<file path="config.mk">
export PLATFORM = sky130hd
export DESIGN_NAME = cart_xfer_bridge
export DESIGN_NICKNAME = d
export VERILOG_FILES = /design/src/rtl/cxb_pkg.sv /design/src/rtl/cxb_host_decode.sv /design/src/rtl/cxb_addr_ctr.sv /design/src/rtl/cxb_pair_buf.sv /design/src/rtl/cart_xfer_bridge.sv
export SDC_FILE = /design/constraint.sdc
export NUM_CORES = 1
export LEC_CHECK = 0
export BUFFER_PORTS_ARGS = -buffer_cell sky130_fd_sc_hd__buf_2
export CELL_PAD_IN_SITES_DETAIL_PLACEMENT = 0
export CELL_PAD_IN_SITES_GLOBAL_PLACEMENT = 1
export CORE_MARGIN = 3
export CORE_UTILIZATION = 30
export DETAILED_ROUTE_END_ITERATION = 7
export PLACE_DENSITY_LB_ADDON = 0.1
export SLEW_MARGIN = 20
export SYNTH_ARGS = -nofsm -noshare
export SYNTH_HDL_FRONTEND = slang
export SYNTH_SLANG_ARGS = --single-unit
</file>
<file path="constraint.sdc">
create_clock -name clk -period 6.7 [get_ports clk]
set_input_delay 1.34 -clock clk [delete_from_list [all_inputs] [get_ports clk]]
set_output_delay 1.34 -clock clk [all_outputs]
set_load 0.02 [all_outputs]
</file>
<file path="src/rtl/cxb_pkg.sv">
package cxb_pkg;

  typedef enum logic [1:0] {
    MODE_IDLE   = 2'd0,
    MODE_LOAD   = 2'd1,
    MODE_UNLOAD = 2'd2
  } mode_e;

  localparam logic [1:0] CMD_LOAD   = 2'd1;
  localparam logic [1:0] CMD_UNLOAD = 2'd2;
  localparam logic [1:0] CMD_ABORT  = 2'd3;

  typedef struct packed {
    logic cmd_wr;
    logic stat_rd;
    logic data_wr;
    logic data_rd;
  } hsel_t;

  function automatic hsel_t decode_slot(input logic [1:0] slot,
                                        input logic wr, input logic rd);
    hsel_t s;
    s.cmd_wr  = wr && (slot == 2'd0);
    s.stat_rd = rd && (slot == 2'd0);
    s.data_wr = wr && slot[1];
    s.data_rd = rd && slot[1];
    return s;
  endfunction

endpackage

</file>
<file path="src/rtl/cxb_host_decode.sv">
module cxb_host_decode
  import cxb_pkg::*;
(
  input  logic [1:0] h_waddr,
  input  logic       h_write,
  input  logic       h_read,
  input  logic [1:0] cmd_bits,
  output hsel_t      sel,
  output logic       start_ld,
  output logic       start_ul,
  output logic       do_abort
);
  always_comb begin
    sel      = decode_slot(h_waddr, h_write, h_read);
    start_ld = sel.cmd_wr && (cmd_bits == CMD_LOAD);
    start_ul = sel.cmd_wr && (cmd_bits == CMD_UNLOAD);
    do_abort = sel.cmd_wr && (cmd_bits == CMD_ABORT);
  end
endmodule

</file>
<file path="src/rtl/cxb_addr_ctr.sv">
module cxb_addr_ctr #(
  parameter int MEM_AW    = 24,
  parameter int IMG_WORDS = 131072
) (
  input  logic              clk,
  input  logic              rst_n,
  input  logic              restart,
  input  logic              step,
  output logic [MEM_AW-1:0] addr,
  output logic              last
);
  localparam int CNT_W = (IMG_WORDS > 1) ? $clog2(IMG_WORDS) : 1;
  localparam logic [CNT_W-1:0] LAST_IDX = CNT_W'(IMG_WORDS - 1);

  function automatic logic [MEM_AW-1:0] region_addr(input logic [CNT_W-1:0] idx);
    logic [MEM_AW:0] top;
    top = (MEM_AW+1)'(1) << MEM_AW;
    return MEM_AW'(top - (MEM_AW+1)'(IMG_WORDS)) + MEM_AW'(idx);
  endfunction

  logic [CNT_W-1:0] cnt_q;

  always_ff @(posedge clk or negedge rst_n) begin
    if (!rst_n)       cnt_q <= '0;
    else if (restart) cnt_q <= '0;
    else if (step && (cnt_q != LAST_IDX)) cnt_q <= cnt_q + 1'b1;
  end

  assign addr = region_addr(cnt_q);
  assign last = (cnt_q == LAST_IDX);
endmodule

</file>
<file path="src/rtl/cxb_pair_buf.sv">
module cxb_pair_buf #(
  parameter int HW = 32
) (
  input  logic            clk,
  input  logic            rst_n,
  input  logic            restart,
  input  logic            ld_lo,
  input  logic            ld_hi,
  input  logic            advance,
  input  logic            fill,
  input  logic [HW-1:0]   din,
  input  logic [2*HW-1:0] fill_din,
  output logic            phase,
  output logic [2*HW-1:0] word,
  output logic [HW-1:0]   half
);
  logic [HW-1:0] lo_q, hi_q;

  function automatic logic [HW-1:0] pick_half(input logic [2*HW-1:0] w, input logic upper);
    return upper ? w[2*HW-1:HW] : w[HW-1:0];
  endfunction

  always_ff @(posedge clk or negedge rst_n) begin
    if (!rst_n)       phase <= 1'b0;
    else if (restart) phase <= 1'b0;
    else if (advance) phase <= ~phase;
  end

  always_ff @(posedge clk or negedge rst_n) begin
    if (!rst_n) begin
      lo_q <= '0;
      hi_q <= '0;
    end else if (fill) begin
      lo_q <= fill_din[HW-1:0];
      hi_q <= fill_din[2*HW-1:HW];
    end else begin
      if (ld_lo) lo_q <= din;
      if (ld_hi) hi_q <= din;
    end
  end

  assign word = {hi_q, lo_q};
  assign half = pick_half(word, phase);
endmodule

</file>
<file path="src/rtl/cart_xfer_bridge.sv">
module cart_xfer_bridge
  import cxb_pkg::*;
#(
  parameter int HOST_DW   = 32,
  parameter int MEM_AW    = 24,
  parameter int IMG_WORDS = 131072
) (
  input  logic                 clk,
  input  logic                 rst_n,
  input  logic [1:0]           h_waddr,
  input  logic                 h_write,
  input  logic                 h_read,
  input  logic [HOST_DW-1:0]   h_wdata,
  output logic [HOST_DW-1:0]   h_rdata,
  output logic                 h_waitreq,
  output logic [MEM_AW-1:0]    m_addr,
  output logic                 m_write,
  output logic                 m_read,
  output logic [2*HOST_DW-1:0] m_wdata,
  input  logic [2*HOST_DW-1:0] m_rdata,
  input  logic                 m_waitreq,
  input  logic                 m_rvalid
);
  localparam int MEM_DW = 2 * HOST_DW;

  function automatic logic [HOST_DW-1:0] status_word(input logic b, input logic d, input logic e);
    return {{(HOST_DW-3){1'b0}}, e, d, b};
  endfunction

  mode_e mode_q;
  logic  done_q, err_q, pend_q, mwr_q, mrd_q, rdw_q;
  hsel_t sel;
  logic  start_ld, start_ul, do_abort, cancel;
  logic  phase, last, busy;
  logic  wr_ok, rd_ok, idle_acc, data_acc;
  logic  mem_wr_done, mem_rd_acc, mem_rd_done, step, last_commit;
  logic [MEM_DW-1:0]  pair_word;
  logic [HOST_DW-1:0] pair_half;

  cxb_host_decode u_dec (
    .h_waddr (h_waddr), .h_write(h_write), .h_read(h_read),
    .cmd_bits(h_wdata[1:0]), .sel(sel),
    .start_ld(start_ld), .start_ul(start_ul), .do_abort(do_abort)
  );

  assign busy     = (mode_q != MODE_IDLE);
  assign cancel   = start_ld || start_ul || do_abort;
  assign data_acc = sel.data_wr || sel.data_rd;
  assign wr_ok    = sel.data_wr && (mode_q == MODE_LOAD) && !pend_q;
  assign rd_ok    = sel.data_rd && (mode_q == MODE_UNLOAD) && !pend_q;
  assign idle_acc = data_acc && !busy;

  assign mem_wr_done = mwr_q && !m_waitreq;
  assign mem_rd_acc  = mrd_q && !m_waitreq;
  assign mem_rd_done = rdw_q && m_rvalid;
  assign step        = !cancel && (mem_wr_done || (rd_ok && phase));
  assign last_commit = step && last;

  cxb_addr_ctr #(.MEM_AW(MEM_AW), .IMG_WORDS(IMG_WORDS)) u_ctr (
    .clk(clk), .rst_n(rst_n), .restart(start_ld || start_ul),
    .step(step), .addr(m_addr), .last(last)
  );

  cxb_pair_buf #(.HW(HOST_DW)) u_buf (
    .clk(clk), .rst_n(rst_n), .restart(start_ld || start_ul),
    .ld_lo(wr_ok && !phase), .ld_hi(wr_ok && phase),
    .advance(wr_ok || rd_ok), .fill(mem_rd_done && !cancel),
    .din(h_wdata), .fill_din(m_rdata),
    .phase(phase), .word(pair_word), .half(pair_half)
  );

  always_ff @(posedge clk or negedge rst_n) begin
    if (!rst_n) begin
      mode_q <= MODE_IDLE;
      done_q <= 1'b0;
      err_q  <= 1'b0;
      pend_q <= 1'b0;
      mwr_q  <= 1'b0;
      mrd_q  <= 1'b0;
      rdw_q  <= 1'b0;
    end else if (do_abort) begin
      mode_q <= MODE_IDLE;
      done_q <= 1'b0;
      pend_q <= 1'b0;
      mwr_q  <= 1'b0;
      mrd_q  <= 1'b0;
      rdw_q  <= 1'b0;
    end else if (start_ld || start_ul) begin
      mode_q <= start_ld ? MODE_LOAD : MODE_UNLOAD;
      done_q <= 1'b0;
      err_q  <= 1'b0;
      mwr_q  <= 1'b0;
      rdw_q  <= 1'b0;
      mrd_q  <= start_ul;
      pend_q <= start_ul;
    end else begin
      if (idle_acc) err_q <= 1'b1;
      if (wr_ok && phase) begin
        mwr_q  <= 1'b1;
        pend_q <= 1'b1;
      end
      if (mem_wr_done) begin
        mwr_q  <= 1'b0;
        pend_q <= 1'b0;
      end
      if (mem_rd_acc) begin
        mrd_q <= 1'b0;
        rdw_q <= 1'b1;
      end
      if (mem_rd_done) begin
        rdw_q  <= 1'b0;
        pend_q <= 1'b0;
      end
      if (rd_ok && phase && !last) begin
        mrd_q  <= 1'b1;
        pend_q <= 1'b1;
      end
      if (last_commit) begin
        mode_q <= MODE_IDLE;
        done_q <= 1'b1;
      end
    end
  end

  assign m_write   = mwr_q;
  assign m_read    = mrd_q;
  assign m_wdata   = pair_word;
  assign h_waitreq = data_acc && pend_q;

  always_comb begin
    h_rdata = '0;
    if (sel.stat_rd)     h_rdata = status_word(busy, done_q, err_q);
    else if (rd_ok)      h_rdata = pair_half;
  end
endmodule

</file>
==> impl_metrics.csv <==
group,metric,value,unit
timing,finalSetupViolCount,0,
yosys,synthTopCellsByArea,"dfrtp_1, mux2_4, mux2_2, mux2i_1, nor2_1",
yosys,yosys-top-cells-count,"dfrtp_1, mux2_2, mux2_4",
worst_hold_path,hold_depth,2,
timing,whs,498,ps
placed_design,gp_congestion,0.812,
timing,finalCritPeriodShare,62.4,%
timing,final_max_slew_viol_count,0,
yosys,synth_top_area_cell,"dfrtp_1",
timing,fin_skew,11.4,ps
setup_path,cp.arrival,2840,ps
pwr,peakVddDrop,176,uV
routing,drt-pass1-iter-count,4,
yosys,syn_inst,456,
global_routing,grt_use_total,16.7,%
worst_hold_path,hold_path_class,"flop to flop",
yosys,synth-edff-count,0,
cts,clock_latency,340,ps
die,ios,227,
cts,hold_buffers,0,
die,die_w,140,um
cts,post_cts_buffers,0,
layout,finalInstanceArea,6960,sq um
pwr,power.density,361,nW/um^2
placed_design,dp.cells,877,
cts,cts_resized,0,
cts,cts_buffers,9,
routing,ant_nets,0,
global_routing,grt_pass1_vias,4682,
yosys,syn_avg_cell_area,11.9,sq um
routing,viasPerCell,4.88,
die,rows,48,
cts,cts.sinks,90,
cts,htreeDepth,3,
layout,instances_no_fill,893,
die,core_area,17500,sq um
routing,totalWireLength,16.3,mm
job,maxCapViolations,0,
cts,clk_path_buf_depth,2,
routing,wl_per_cell,18.2,um
routing,drt_iter0_markers,232,
cts,cts_tree,"done",
setup_path,worst-r2r-cell-count,5,
die,die_height,140,um
global_routing,grt_max_degree,52,
global_routing,gr-total-overflow,0,
cts,path_clk_slew,60,ps
setup_path,setup.worst_path.class,"input pin to output pin",
yosys,synth_seq_cells,90,
timing,post-route-min-period,4180,ps
layout,area_delta_synth_final,28.5,%
timing,fmaxAchievable,239,MHz
timing,slew_headroom,34.9,%
timing,rsz0062_at_grt,"no",
routing,drc,0,
yosys,yosysSeqAreaShare,41.6,%
timing,fin_tns_setup,0,ps
layout,nets,769,
setup_path,end_kind,"output pin",
setup_path,startpoint_type,"input pin",
yosys,syn_area,5420,sq um
timing,tightest_slew,977,ps
status,status,"complete, no violations",
setup_path,required,5360,ps
yosys,synth_ff_type,"dfrtp_1",
cts,root_buffer,"clkbuf_16",
timing,hold_viol_final,0,
yosys,synth_top_area_share,41.6,%
yosys,yosysWarnings,0,
yosys,yosysMostFrequentCell,"dfrtp_1",
routing,vias,4355,
layout,drive_above_1_share,55.6,%
yosys,async_flop_share,100,%
die,die-area,19700,sq um
global_routing,antenna_found_initial,0,
yosys,synth.distinct_cells,45,
placed_design,place.port_buffers,219,
global_routing,grt_pass1_wl,26.1,mm
placed_design,hpwlAfterDp,11.8,mm
pwr,p_leak,3.39,nW
setup_path,crit_fanout,23,
placed_design,place_area,6670,sq um
die,start_util,31.0,%
-- per-stage QoR --
| stage | total power [mW] | utilization [%] | setup WS (ps) |
|---|---|---|---|
| CTS | 2.55 | 39.8 | 2460 |
| global route | 2.67 | 39.8 | 2320 |
| finish | 2.51 | 39.8 | 2520 |
| global placement | 2.02 | 38.2 | 2530 |
| floorplan | 1.63 | - | 2940 |
| detailed placement | 2.03 | 38.2 | 2460 |
-- layer usage --
| metal | vias to the layer above | global-route usage [%] | part of all wire, % |
|---|---|---|---|
| li1 | 2060 | - | - |
| met1 | 2134 | 21.0 | 43 |
| met2 | 144 | 27.9 | 49 |
| met3 | 17 | 4.61 | 7.1 |
| met4 | 0 | 5.05 | 1.5 |
| met5 | - | 0 | 0 |
-- report_power, final --
group / leakage [nW] / switching (mW) / total [mW] / internal, mW
logic: 2.13 / 0.584 / 1.07 / 0.489
registers: 1.12 / 0.179 / 0.932 / 0.753
clock network: 0.142 / 0.209 / 0.506 / 0.297
-- cells in the final DEF (no fill, tap or decap), types with 9 or more instances in the layout --
master       n
a21oi_1     13
buf_2      218
clkbuf_16    9
dfrtp_1     89
mux2_2      68
mux2_4      56
mux2i_1     41
nand2_1     19
nand3_1     13
nor2_1      39
o21ai_0     10
-- critical path, stage by stage --
cell and delay, ps:
buf_2 140, and4bb_2 310, nand2_1 290, buf_4 350, o21ai_0 200, buf_2 190
-- cells by family (layout without fill, tap and decap cells) --
logic type               Yosys count  count (layout)  share of synthesized area, %
AO/OA/AOI/OAI                     45              45                          5.36
XOR/XNOR                           2               2                         0.323
adder cells (fa/ha/maj)            2               2                         0.462
buffers and inverters             39             244                          4.32
flip-flops                        90              90                          41.6
multiplexers                     165             165                          37.2
other                              1               8                        0.0692
AND/OR/NAND/NOR                  112             112                          10.7
-- layout make-up --
type                       instances  area, sq um
clock buffer                      12          246
timing repair buffer             226         1150
multi-input combinational        333         2980
tap                              225          282
clock inverter                     3         40.0
sequential                        90         2250
fill                            1745        10500
antenna                            1         2.50
inverter                           3         11.3
-- flip-flops by register name, indices dropped and copies added, names as in the netlist --
register / cells
rdw_q: 1
m_write: 1
err_q: 1
u_buf.lo_q: 32
pend_q: 1
mode_q: 2
done_q: 1
u_buf.phase: 1
m_read: 1
u_ctr.cnt_q: 17
u_buf.hi_q: 32
-- final timing paths --
kind / from / to / slack [ps]
hold reg to reg: err_q / err_q / 500
setup / recovery: h_waddr[1] / h_rdata[0] / 2520
setup reg to reg: rdw_q / u_buf.hi_q[10] / 3970
hold / removal: err_q / err_q / 500
min in group asynchronous: rst_n / u_ctr.cnt_q[6] / 970
max in group asynchronous: rst_n / u_buf.lo_q[3] / 4610
Power figures use the tool's default switching activity.
